[config.mk]
export PLATFORM = sky130hd
export DESIGN_NAME = cc_status_filter
export DESIGN_NICKNAME = d
export VERILOG_FILES = /design/src/rtl/ccf_pkg.sv /design/src/rtl/ccf_sync.sv /design/src/rtl/ccf_prescaler.sv /design/src/rtl/ccf_blank.sv /design/src/rtl/ccf_chan.sv /design/src/rtl/cc_status_filter.sv
export SDC_FILE = /design/constraint.sdc
export NUM_CORES = 1
export LEC_CHECK = 0
export ABC_CLOCK_PERIOD_IN_PS = 4500
export BUFFER_PORTS_ARGS = -buffer_cell sky130_fd_sc_hd__buf_2
export CAP_MARGIN = 5
export CORE_UTILIZATION = 30
export CTS_CLUSTER_SIZE = 16
export DETAILED_ROUTE_END_ITERATION = 8
export GPL_TIMING_DRIVEN = 0
export PLACE_DENSITY = 0.5
export RECOVER_POWER = 100
export SETUP_SLACK_MARGIN = 0.3
export SYNTH_ARGS = -nofsm -noshare
export SYNTH_HDL_FRONTEND = slang
export SYNTH_HIERARCHICAL = 1
export SYNTH_SLANG_ARGS = --single-unit
export TNS_END_PERCENT = 30
[constraint.sdc]
create_clock -name clk -period 4.5 [get_ports clk]
set_input_delay 1.125 -clock clk [delete_from_list [all_inputs] [get_ports clk]]
set_output_delay 1.125 -clock clk [all_outputs]
set_load 0.005 [all_outputs]
[src/rtl/ccf_pkg.sv]
package ccf_pkg;
  // Defaults for a 48 MHz clock: 480-cycle tick (10 us), 47 ticks to qualify.
  localparam int unsigned CCF_TICK_DIV_DEF   = 480;
  localparam int unsigned CCF_QUAL_TICKS_DEF = 47;
  localparam int unsigned CCF_NCH_DEF        = 2;

  // Shortest mismatch run (cycles) that can ever be published.
  function automatic int unsigned ccf_min_accept(input int unsigned div, input int unsigned qt);
    return (qt - 1) * div + 1;
  endfunction
endpackage

[src/rtl/ccf_sync.sv]
module ccf_sync #(
  parameter int unsigned W = 2
) (
  input  logic         clk,
  input  logic         rst_n,
  input  logic [W-1:0] d,
  output logic [W-1:0] q
);
  logic [W-1:0] meta;

  always_ff @(posedge clk or negedge rst_n) begin
    if (!rst_n) begin
      meta <= '0;
      q    <= '0;
    end else begin
      meta <= d;
      q    <= meta;
    end
  end
endmodule

[src/rtl/ccf_prescaler.sv]
module ccf_prescaler #(
  parameter int unsigned DIV = 480
) (
  input  logic clk,
  input  logic rst_n,
  input  logic restart,
  output logic tick
);
  localparam int unsigned PW = (DIV > 1) ? $clog2(DIV) : 1;
  localparam logic [PW-1:0] LAST = PW'(DIV - 1);

  logic [PW-1:0] phase;

  assign tick = (phase == LAST);

  always_ff @(posedge clk or negedge rst_n) begin
    if (!rst_n)       phase <= '0;
    else if (restart) phase <= '0;
    else if (tick)    phase <= '0;
    else              phase <= phase + 1'b1;
  end
endmodule

[src/rtl/ccf_blank.sv]
module ccf_blank #(
  parameter int unsigned QT = 47
) (
  input  logic clk,
  input  logic rst_n,
  input  logic restart,
  input  logic tick,
  output logic valid
);
  localparam int unsigned CW = (QT > 1) ? $clog2(QT) : 1;
  localparam logic [CW-1:0] LAST = CW'(QT - 1);

  logic [CW-1:0] ticks_seen;

  always_ff @(posedge clk or negedge rst_n) begin
    if (!rst_n) begin
      ticks_seen <= '0;
      valid      <= 1'b0;
    end else if (restart) begin
      ticks_seen <= '0;
      valid      <= 1'b0;
    end else if (tick && !valid) begin
      if (ticks_seen == LAST) valid <= 1'b1;
      else                    ticks_seen <= ticks_seen + 1'b1;
    end
  end
endmodule

[src/rtl/ccf_chan.sv]
module ccf_chan #(
  parameter int unsigned QT = 47
) (
  input  logic clk,
  input  logic rst_n,
  input  logic restart,
  input  logic tick,
  input  logic s,
  output logic level
);
  localparam int unsigned CW = (QT > 1) ? $clog2(QT) : 1;
  localparam logic [CW-1:0] LAST = CW'(QT - 1);

  logic [CW-1:0] run;
  logic          differs;

  assign differs = (s != level);

  always_ff @(posedge clk or negedge rst_n) begin
    if (!rst_n) begin
      run   <= '0;
      level <= 1'b0;
    end else if (restart || !differs) begin
      run <= '0;
    end else if (tick) begin
      if (run == LAST) begin
        level <= s;
        run   <= '0;
      end else begin
        run <= run + 1'b1;
      end
    end
  end
endmodule

[src/rtl/cc_status_filter.sv]
module cc_status_filter
  import ccf_pkg::*;
#(
  parameter int unsigned NCH        = CCF_NCH_DEF,
  parameter int unsigned TICK_DIV   = CCF_TICK_DIV_DEF,
  parameter int unsigned QUAL_TICKS = CCF_QUAL_TICKS_DEF
) (
  input  logic           clk,
  input  logic           rst_n,
  input  logic [NCH-1:0] cc_raw,
  input  logic           ctrl_wr,
  output logic [NCH-1:0] cc_filt,
  output logic           status_valid
);
  logic [NCH-1:0] cc_sync;
  logic           tick;

  ccf_sync #(.W(NCH)) u_sync (
    .clk(clk), .rst_n(rst_n), .d(cc_raw), .q(cc_sync)
  );

  ccf_prescaler #(.DIV(TICK_DIV)) u_pre (
    .clk(clk), .rst_n(rst_n), .restart(ctrl_wr), .tick(tick)
  );

  ccf_blank #(.QT(QUAL_TICKS)) u_blank (
    .clk(clk), .rst_n(rst_n), .restart(ctrl_wr), .tick(tick), .valid(status_valid)
  );

  for (genvar i = 0; i < NCH; i++) begin : g_ch
    ccf_chan #(.QT(QUAL_TICKS)) u_ch (
      .clk(clk), .rst_n(rst_n), .restart(ctrl_wr), .tick(tick),
      .s(cc_sync[i]), .level(cc_filt[i])
    );
  end
endmodule

### Word level (Yosys, flattened, before mapping)

Index checks and enable logic that the tools add are counted.

* add/subtract/negate cells: 4
* equal/unequal tests: 7
* reductions and logical operators: 14
* multiplexer cells: 14
* bitwise operators: 2

Operators with widths (count)
* 2-to-1 mux 6 bit: 9
* adder 6 x 1 -> 6 bit, second input constant: 3
* == test 6 bit, second input constant: 3
* 2-to-1 mux 9 bit: 2
* adder 9 x 1 -> 9 bit, second input constant: 1
* == test 9 bit, second input constant: 1
* nonzero test 2 bit: 4
* AND reduction 3 bit: 2
* AND reduction 2 bit: 2
* logical NOT 1 bit: 3
* 2-to-1 mux 1 bit: 3
* logical OR 1 bit: 2
* inequality test 1 bit: 2
* inequality test 2 bit, second input constant: 1
* NOT 1 bit: 2
* logical AND 1 bit: 1

* logic and storage cells: 50
* flip-flop bits (word level): 34

### Depth between registers and ports, before layout

Gate-level depths: netlist (run 1).

* word-level depth: 5
* mapped depth: 7

### Hierarchy

Netlist (run 1), hierarchy kept.

Modules (own cells, without submodules)
* ccf_chan: cells each 43, times used 2, seq. area each 175.2 um^2, area an instance 431.7 um^2
* ccf_prescaler: cells each 43, times used 1, seq. area each 225.2 um^2, area an instance 427.9 um^2
* ccf_blank: cells each 42, times used 1, seq. area each 175.2 um^2, area an instance 406.6 um^2
* ccf_sync: cells each 4, times used 1, seq. area each 100.1 um^2, area an instance 100.1 um^2

### Least setup slack after synthesis (run 1)

Ideal clock, no wire load.

* path kind: register to register
* start: reg u_pre.phase[0]
* end: reg g_ch[0].u_ch.run[3]
* buffers on the path: 1
* data required time: 4418 ps
* arrival time: 2086 ps
* cell stages (with the launch flop): 7
* slack: 2332 ps
* cell sequence: dfrtp_1 -> ha_1 -> nand4_2 -> nor3_1 -> clkbuf_1 -> or3b_1 -> a31oi_1

* word-level cells in the longest chain between the ends: 2

RTL lines
* start, declared: line ccf_prescaler.sv:12 `logic [PW-1:0] phase;`
* start signal, assigned: line ccf_prescaler.sv:20 `else phase <= phase + 1'b1;`
* == test 9 bit: line ccf_prescaler.sv:14 `assign tick = (phase == LAST);`
* net tick: line cc_status_filter.sv:16 `logic tick;`
* nonzero test 2 bit (no line)
* end signal, assigned: line ccf_chan.sv:30 `run <= run + 1'b1;`
* end, declared: line ccf_chan.sv:14 `logic [CW-1:0] run;`

The timed path passes the listed nets, and every way through them passes these cells.
A chain may end at the register's enable or synchronous reset.

### Worst setup path in the final report (run 1)

* start: reg u_pre.phase[0]
* end: reg g_ch[1].u_ch.run[3]

* word-level cells in the longest chain between the ends: 2

RTL lines (line)
* == test 9 bit: ccf_prescaler.sv:14
* net tick: cc_status_filter.sv:16
* nonzero test 2 bit (no line)
* end signal, assigned: ccf_chan.sv:30
* end, declared: ccf_chan.sv:14

The timed path passes the listed nets, and every way through them passes these cells.

==> impl.org, run 1 <==
** Run status
- The flow ran to the end, but the final reports show violations.
- The checks that failed: capacitance limit, slew limit.

** Power and ir drop
- Total power for the finished layout comes to about 0.6 mW.
- Proportion of power drawn by the clock network :: a little under half
- Combinational logic is responsible for 3.0% of the overall power.
- In this run, flip-flops and latches consume 51.9% of the power.
- The analysis attributes to cell leakage a power of 0.8039 nW.
- Switching pwr :: around 0.13 mW
- Cell internal power was estimated by the tool at between 0.4 and 0.5 mW.
- Across the VDD grid, the largest voltage drop is approximately 170 uV.
- Cell Pwr Density :: between 200 and 300 mW/mm2
- Net switching fraction of the power :: 21.98%

** Setup path
- Crit path arrival time :: ~3.1 ns
- Required time worst endpoint :: roughly 4.7 ns
- Worst setup path category :: reg -> reg
- The worst setup path is launched from a flop.
- Of all nets on the critical path, the largest fanout is 10.
- Kind of end point of the critical path :: flop

** Detailed routing
- After the first detailed-routing iteration, the DRC count stood at 88.
- Number of design rule violations left after detail routing :: 0
- The count of nets left with antenna violations once routing finished came out at 0.
- WL per Instance :: ~13 um
- For this run, the detailed router's first-pass iteration total came to 4.
- The detailed router put a total of between 1500 and 2000 um of wire on met1.
- Via total after detailed routing :: about 1,300
- Detailed routing placed a total of around 90 um of wire on met3.
- Average via count per standard cell :: slightly above 5
- Uppermost routed layer :: met4
- Met2 wirelength from detailed routing :: roughly 1500 um
- For this block, the routed nets add up to ~3400 um of wire.

** Placed design
- Half-perimeter wire length of the detailed placement result :: roughly 2200 um
- Port buffer count :: 7
- Post-Place Cell Area :: slightly below 0.002 mm2
- At the placement stage, the worst setup path has a slack of about 1.8 ns.
- The number of placed instances, taps included, is around 250.
- Routability Congestion :: around 0.75

** Cells and area
- Antenna diode count :: 0
- In the final layout, the share of cells above drive strength 1 is 8.947%.
- At the end of the flow, the number of nets in the layout was about 200.
- The finished layout holds around 260 standard cells, fillers aside.
- Final non-filler cell area :: 0.002012 mm2
- Leaving out fill and tap cells, the most frequent cell in the layout is sky130_fd_sc_hd__dfrtp_1.
- Relative to the synthesized area, the layout overhead comes to 11.90%.
- Layout fillers :: between 500 and 600
- Once layout is complete, the utilization of the core stands at 35.66%.
- Commonest non-fill, non-tap cells in the layout :: sky130_fd_sc_hd__dfrtp_1, sky130_fd_sc_hd__a21oi_1, sky130_fd_sc_hd__nor2_1

** Timing
- Timing would allow up to around 0.35 GHz.
- The max-slew violation count came to 35.
- The clock arrives with around 0.0018 ns of skew.
- Final worst setup slack :: 1.660 ns
- Slew of the pin with the lowest slew margin :: about 1.8 ns
- Final Cycle Share :: between 60% and 70%
- Setup tns final :: 0 ns
- Worst rel slew slack :: -23.29%
- Min cycle time layout :: 2.840 ns
- Count of endpoints failing hold in the final timing report :: 0
- Setup violations remaining at the end of the flow were counted as 0.
- The tightest hold path in the finished design has a slack of roughly 0.35 ns.
- Setup repair after global routing left no endpoint under its margin.

** GRT
- The initial antenna violation count came to 0.
- Global routing finished with a remaining overflow of 0.
- Number of global-route vias before repair :: approximately 1,300
- The first global-routing pass estimated roughly 6200 um of wire.
- Entering global routing, the biggest net connects 35 pins.
- For this run, the total global-route usage over all layers was measured as about an eighth.

** CTS
- Sink count of the clock tree :: 34
- In this run the clock root is driven by a sky130_fd_sc_hd__clkbuf_8.
- Clk buf depth :: 2
- The number of clock buffers added by TritonCTS is 5.
- Post-CTS repair changed the size of 0 cells.
- Once the clock tree was built, the setup fixing pass inserted 0 buffers.
- After clock tree synthesis, the clock-pin slew on the worst setup and hold paths is ~0.070 ns.
- TritonCTS clock tree :: done
- The number of hold buffers added after CTS was 0.
- At the later pin of the worst-skew pair, clock insertion delay measures 0.29 ns.
- CTS built an H-tree with a depth of 2.

** Die
- Initial Utilization :: roughly a third
- The die covers ~0.0063 mm2.
- Chip height :: slightly below 80 um
- The core region is 0.005642 mm2.
- Pin placement for this block handled 8 I/O pins.
- From left edge to right edge, the die measures between 70 and 80 um.
- Std cell rows :: 27

** Synthesis
- The synthesized design contains 0 enable-type register cells.
- In this run, distinct cell masters in the synthesized netlist total 37.
- Summing every instance area after synthesis gives ~0.0018 mm2.
- Fraction of the yosys area taken by sequential cells :: a little under half
- The Yosys step of the flow raised 6 warnings.
- Yosys reg bits :: 34
- Syn Area/Cell :: 10.27 um2
- Of all flip-flops after synthesis, the portion carrying an async set or reset was between 90% and 100%.
- Top flip-flop cell by instance count after synthesis :: sky130_fd_sc_hd__dfrtp_1
- Synthesized netlist cell count :: approximately 180
- Synthesized netlist net count :: between 150 and 200

** Worst hold path
- Tightest Hold Check Type :: reg -> reg

** Job
- Across the run, the number of max-cap violations was 1.
-- registers in the layout, summed over array words and instances, names as in the netlist --
name	cells
g_ch.u_ch/run	12
u_pre/phase	9
u_blank/ticks_seen	6
g_ch.u_ch/level	2
u_sync/meta	2
u_sync/q	2
u_blank/valid	1
-- power by group through the flow --
stage	clock (mW)	combinational, mW	sequential, mW
after CTS	0.285	0.0199	0.312
after detailed placement	0	0.0198	0.318
after global placement	0	0.0196	0.318
final	0.271	0.0180	0.312
after global routing	0.299	0.0219	0.312
after floorplan	0	0.00754	0.317
-- cells in the mapped netlist, types with 4 or more instances --
| master | count | area (um2) |
|---|---|---|
| sky130_fd_sc_hd__a21oi_1 | 17 | 85.08 |
| sky130_fd_sc_hd__a311oi_1 | 4 | 35.03 |
| sky130_fd_sc_hd__a31oi_1 | 5 | 31.28 |
| sky130_fd_sc_hd__clkbuf_1 | 5 | 18.77 |
| sky130_fd_sc_hd__dfrtp_1 | 34 | 850.8 |
| sky130_fd_sc_hd__ha_1 | 7 | 87.58 |
| sky130_fd_sc_hd__inv_1 | 6 | 22.52 |
| sky130_fd_sc_hd__mux2_1 | 5 | 56.30 |
| sky130_fd_sc_hd__nand2_1 | 7 | 26.28 |
| sky130_fd_sc_hd__nand2b_1 | 7 | 43.79 |
| sky130_fd_sc_hd__nand3_1 | 9 | 45.04 |
| sky130_fd_sc_hd__nor2_1 | 11 | 41.29 |
| sky130_fd_sc_hd__nor2b_1 | 5 | 31.28 |
| sky130_fd_sc_hd__o211ai_1 | 4 | 30.03 |
| sky130_fd_sc_hd__o21ai_0 | 8 | 40.04 |
| sky130_fd_sc_hd__or3b_1 | 4 | 35.03 |
| sky130_fd_sc_hd__xor2_1 | 4 | 35.03 |
-- path summary, 6_finish.rpt --
path	startpoint	endpoint	slack, ns	cells past startpoint
worst max-delay path	u_pre/phase[0]	g_ch[1].u_ch/run[3]	1.66	6
worst min-delay path	u_sync/meta[0]	u_sync/q[0]	0.35	0
max in group asynchronous	rst_n	g_ch[0].u_ch/run[2]	2.10	1
worst min register to register	u_sync/meta[0]	u_sync/q[0]	0.35	0
min in group asynchronous	rst_n	u_blank/ticks_seen[3]	1.33	1
worst max register to register	u_pre/phase[0]	g_ch[1].u_ch/run[3]	1.66	6
-- cell type report --
| type | instances | area (um2) | area share [%] |
|---|---|---|---|
| timing repair buffer | 7 | 32.53 | 1.617 |
| buffer | 5 | 18.77 | 0.9328 |
| clock buffer | 8 | 110.1 | 5.473 |
| tap | 72 | 90.09 | 4.478 |
| inverter | 6 | 22.52 | 1.119 |
| sequential | 34 | 850.8 | 42.29 |
| multi-input combinational | 130 | 887.1 | 44.09 |
-- metal layers --
layer  vias up  global-route usage, %
met5         -                      0
met4         0                  6.545
met3         7                  3.429
met2        14                  18.71
met1       630                  17.59
li1        678                      -
-- logic make-up (layout without fill, tap and decap cells) --
| kind of cell | after synthesis | in the layout | synth area share [%] |
|---|---|---|---|
| buffers and inverters | 11 | 26 | 2.296 |
| flip-flops | 34 | 34 | 47.32 |
| adder cells (fa/ha/maj) | 7 | 7 | 4.871 |
| AND/OR/NAND/NOR | 68 | 68 | 24.57 |
| multiplexers | 5 | 5 | 3.131 |
| XOR/XNOR | 5 | 5 | 2.436 |
| AO/OA/AOI/OAI | 45 | 45 | 15.38 |
-- critical path, cell delays in order (launching register included) --
cell	delay, ns
sky130_fd_sc_hd__dfrtp_1	0.38
sky130_fd_sc_hd__ha_1	0.22
sky130_fd_sc_hd__nand4_1	0.25
sky130_fd_sc_hd__nor3_1	1.00
sky130_fd_sc_hd__clkbuf_1	0.38
sky130_fd_sc_hd__or3b_1	0.38
sky130_fd_sc_hd__a31oi_1	0.16
No activity file was read; power rests on OpenSTA's default activity.
==> run 2: changes to the inputs <==
--- a/config.mk
+++ b/config.mk
@@ -5,7 +5,8 @@
 export SDC_FILE = /design/constraint.sdc
 export NUM_CORES = 1
 export LEC_CHECK = 0
-export ABC_CLOCK_PERIOD_IN_PS = 4500
+export ABC_AREA = 1
+export ABC_CLOCK_PERIOD_IN_PS = 2900
 export BUFFER_PORTS_ARGS = -buffer_cell sky130_fd_sc_hd__buf_2
 export CAP_MARGIN = 5
 export CORE_UTILIZATION = 30
==> constraint.sdc (replaced) <==
create_clock -name clk -period 2.9 [get_ports clk]
set_input_delay 0.725 -clock clk [delete_from_list [all_inputs] [get_ports clk]]
set_output_delay 0.725 -clock clk [all_outputs]
set_load 0.005 [all_outputs]
==> impl.org, run 2 <==
** Timing
- Slew of the pin with the lowest slew margin :: 1.847 ns (was 1.849 ns)
- Setup repair after global routing missed its margin :: false (unchanged)
- Final Max Slew Viols :: 35 (unchanged)
- Count of endpoints failing hold in the final timing report :: 0 (unchanged)
- Setup violators final :: 0 (unchanged)
- The fraction of the cycle the final worst path needs is 73.23% (was 63.11%).
- Final setup skew :: 0.004106 ns (was 0.001837 ns)
- The clock period minus final worst setup slack came to 2.124 ns (was 2.840 ns).
- The setup TNS was 0 ns (unchanged).
- The relative slew slack was -23.15% (was -23.29%).
- Fmax :: 0.4709 GHz (was 0.3521 GHz)

** Synthesis
- Fraction of the yosys area taken by sequential cells :: 44.83% (was 47.32%)
- Cell types with the highest counts after synthesis: sky130_fd_sc_hd__nand2_1, sky130_fd_sc_hd__dfrtp_1, sky130_fd_sc_hd__inv_1, sky130_fd_sc_hd__nor2_1, sky130_fd_sc_hd__nand3_1 (was sky130_fd_sc_hd__dfrtp_1, sky130_fd_sc_hd__a21oi_1, sky130_fd_sc_hd__nor2_1, sky130_fd_sc_hd__nand3_1, sky130_fd_sc_hd__o21ai_0).
- Cells taking the most area after synthesis: sky130_fd_sc_hd__dfrtp_1, sky130_fd_sc_hd__nand2_1, sky130_fd_sc_hd__inv_1, sky130_fd_sc_hd__nand3_1, sky130_fd_sc_hd__ha_1 (was sky130_fd_sc_hd__dfrtp_1, sky130_fd_sc_hd__ha_1, sky130_fd_sc_hd__a21oi_1, sky130_fd_sc_hd__mux2_1, sky130_fd_sc_hd__nand3_1).
- Synth cell types :: 22 (was 37)
- The cell count after synthesis is 245 (was 175).
- The share of Yosys cell area claimed by the top area cell type was 44.83% (was 47.32%).
- The leading cell type by number of instances after synthesis is sky130_fd_sc_hd__nand2_1 (was sky130_fd_sc_hd__dfrtp_1).
- Synthesized netlist net count :: 257 (was 187)
- Asr flop ratio synth :: 100.0% (unchanged)
- Yosys reg bits :: 34 (unchanged)
- The total number of yosys warnings came to 6 (unchanged).
- Synth Cell Area :: 0.001898 mm2 (was 0.001798 mm2)
- The dominant register cell in the synthesized netlist is sky130_fd_sc_hd__dfrtp_1 (unchanged).
- Syn Area/Cell :: 7.747 um2 (was 10.27 um2)
- Number of flops mapped to enable cells by yosys :: 0 (unchanged)
- Cell taking the most area after synthesis :: sky130_fd_sc_hd__dfrtp_1 (unchanged)

** Setup path
- The launch point of the critical path is u_pre/phase[0] (unchanged).
- Crit path arrival time :: 2.28 ns (was 3.05 ns)
- Kind of end point of the critical path :: flop (unchanged)
- The cell type of the slowest stage on the worst timing path is sky130_fd_sc_hd__dfrtp_1 (was sky130_fd_sc_hd__nor3_1).
- The worst-path maximum fanout was 10 (unchanged).
- The launching element type of the critical path is a flop (unchanged).
- Worst path most repeated cell :: sky130_fd_sc_hd__nand2_1
- The startpoint of the lowest-slack register-to-register path is u_pre/phase[0] (unchanged).
- Chain of cells forming the critical path :: ha_1 > nand2_1 > nor2_1 > nand3_1 > inv_1 > nand2_1 > nand2_1 > nand2_1 > clkbuf_1 > nand2_1 > o21ai_0 (was ha_1 > nand4_1 > nor3_1 > clkbuf_1 > or3b_1 > a31oi_1)
- Biggest cell delay along the critical path :: 0.39 ns (was 1.00 ns)
- Required time worst endpoint :: 3.06 ns (was 4.71 ns)
- The startpoint-to-endpoint class of the critical path is reg -> reg (unchanged).

** Detailed routing
- Uppermost routed layer :: met4 (unchanged)
- The per-cell routed wire length was 10.16 um (was 12.89 um).
- Via total after detailed routing :: 1,447 (was 1,329)
- The length of the first detailed-routing pass in iterations was 4 (unchanged).
- Post-detailed-routing wire length :: 3403 um (was 3377 um)
- Count of nets left with antenna violations after detail routing :: 0 (unchanged)
- Amount of wire on met3 after detailed routing :: 96 um (was 90 um)
- Initial drt markers :: 49 (was 88)
- The total DRC errors in the routed layout is 0 (unchanged).
- Total routed wire length on the met1 layer :: 1798 um (was 1743 um)
- The vias per cell was 4.319 (was 5.073).
- The total met2 wirelength after detailed routing was 1463 um (was 1461 um).

** CTS
- TritonCTS clock tree :: done (unchanged)
- Root Buffer Master :: sky130_fd_sc_hd__clkbuf_8 (unchanged)
- Sink count of the clock tree :: 34 (unchanged)
- The maximum buffer depth of the clock tree was 2 (unchanged).
- The post-CTS setup buffer count came to 0 (unchanged).
- CTS Hold Bufs :: 0 (unchanged)
- The clock latency reported for the late side of the worst-skew pair came to 0.29 ns (about the same).
- The level count of the clock H-tree came to 2 (unchanged).
- The post-cts gate resize count came to 0 (unchanged).
- Number of buffers added by the clock tree synthesis step :: 5 (unchanged)
- Post-CTS clock slew at the launch and capture registers of the worst setup and hold paths :: 0.08 ns (was 0.07 ns)

** Run status
- Violated checks :: capacitance limit, slew limit (unchanged)
- Status :: finished, violations left (unchanged)

** Power and ir drop
- Cell Pwr Density :: 476.2 mW/mm2 (was 298.6 mW/mm2)
- Max rail drop VDD :: 271.8 uV (was 171.5 uV)
- The leakage dissipation is 1.066 nW (was 0.8039 nW).

** GRT
- Overall track demand over capacity in global routing :: 12.61% (was 12.92%)
- The initial antenna violation count is 0 (unchanged).
- Number of global-route vias before repair :: 1,405 (was 1,322)
- The global-route wire length before repair was 6292 um (was 6196 um).
- The final global-route overflow total was 0 (unchanged).
- The largest net degree at the start of global routing was 35 (unchanged).

** Worst hold path
- Beginning of the worst hold path :: u_sync/meta[0] (unchanged)
- Tightest Hold Check Type :: reg -> reg (unchanged)

** Die
- The initial core utilization came to 31.50% (was 31.87%).
- The number of ports placed on the die boundary came to 8 (unchanged).
- Full die area :: 0.006649 mm2 (was 0.006307 mm2)
- Placeable Area :: 0.006026 mm2 (was 0.005642 mm2)
- Chip height :: 81.54 um (was 79.42 um)
- Horizontal die dimension :: 81.54 um (was 79.42 um)
- The total number of placement rows was 28 (was 27).

** Placed design
- The count of placed standard cells including taps came to 327 (was 254).
- The routability congestion estimate from global placement came to 0.7132 (was 0.7532).
- Port buffer count :: 7 (unchanged)
- The detailed placement HPWL came to 2366 um (was 2204 um).

** Cells and area
- NumNets Final :: 271 (was 201)
- Largest registers: g_ch.u_ch/run (12), u_pre/phase (9), u_blank/ticks_seen (6) (unchanged).
- The sequential cell area came to 850.8 um2 (unchanged).
- Antenna diode count :: 0 (unchanged)
- Ratio of cells with drive above 1 in the final layout :: 8.462% (was 8.947%)
- Layout fillers :: 654 (was 564)
- Commonest non-fill, non-tap cells in the layout :: sky130_fd_sc_hd__nand2_1, sky130_fd_sc_hd__dfrtp_1, sky130_fd_sc_hd__inv_1 (was sky130_fd_sc_hd__dfrtp_1, sky130_fd_sc_hd__a21oi_1, sky130_fd_sc_hd__nor2_1)
- Area used by multi-input combinational logic :: 872.1 um2 (was 887.1 um2)
- Signed area change from the synthesized netlist to the final layout :: 9.822% (was 11.90%)
- Finished Layout Cells :: 335 (was 262)
- Max reg flops :: 12 (unchanged)
- Most frequent standard cell in the layout excluding fill and tap cells :: sky130_fd_sc_hd__nand2_1 (was sky130_fd_sc_hd__dfrtp_1)
- Register with the highest flop count :: g_ch.u_ch/run (unchanged)

** Job
- The count of max-cap constraint violations is 1 (unchanged).
[run 2: worst paths after layout]
kind                                         endpoint  slack [ns]  cells after the start
worst max-delay path            u_blank/ticks_seen[2]        0.78                     11
worst min-delay path                      u_sync/q[0]        0.35                      0
worst max register to register  u_blank/ticks_seen[2]        0.78                     11
worst min register to register            u_sync/q[0]        0.35                      0
max in group asynchronous         g_ch[0].u_ch/run[1]        0.91                      1
min in group asynchronous       u_blank/ticks_seen[0]        0.92                      1
[run 2: cell type report]
cell class,instances,share of cell area (%)
multi-input combinational,178,41.84
clock buffer,5,3.301
clock inverter,3,2.161
timing repair buffer,7,1.441
inverter,32,5.762
buffer,1,0.1801
tap,75,4.502
sequential,34,40.82
[run 2: routing by layer]
metal,vias up,GRT usage (%)
li1,780,-
met1,650,16.59
met2,12,19.58
met3,5,3.333
met4,0,5.000
met5,-,0
[run 2: kinds of logic (layout without fill, tap and decap cells)]
| family | count (synthesis) | in the layout | share of synthesized area (%) |
|---|---|---|---|
| AO/OA/AOI/OAI | 11 | 11 | 4.218 |
| XOR/XNOR | 9 | 9 | 4.153 |
| adder cells (fa/ha/maj) | 7 | 7 | 4.614 |
| buffers and inverters | 33 | 48 | 6.922 |
| flip-flops | 34 | 34 | 44.83 |
| AND/OR/NAND/NOR | 151 | 151 | 35.27 |
[run 2: worst max-delay path: cells and delay by family, from the launching register on]
kind,cells,cell delay (ns)
compound gates,1,0.08
fa+ha+maj,1,0.18
buf+inv,2,0.54
flops,1,0.39
simple gates,7,0.80
[run 2: report_power, final]
group	internal [mW]	switching [mW]	total, mW
registers	0.485	0.0114	0.496
logic	0.0154	0.0345	0.0500
clock network	0.256	0.191	0.446
[run 2: metrics by stage]
stage	setup WS, ns	util [%]	area [um2]	power [mW]	hold slack [ns]
after floorplan	1.252	-	1898	0.5397	0.3312
after global placement	1.058	33.64	2027	0.5634	0.3344
after detailed placement	1.034	33.64	2027	0.5635	0.3385
after CTS	1.022	35.53	2141	1.015	0.3571
after global routing	0.4736	34.59	2085	1.042	0.3698
final	0.7763	34.59	2085	0.9926	0.3540
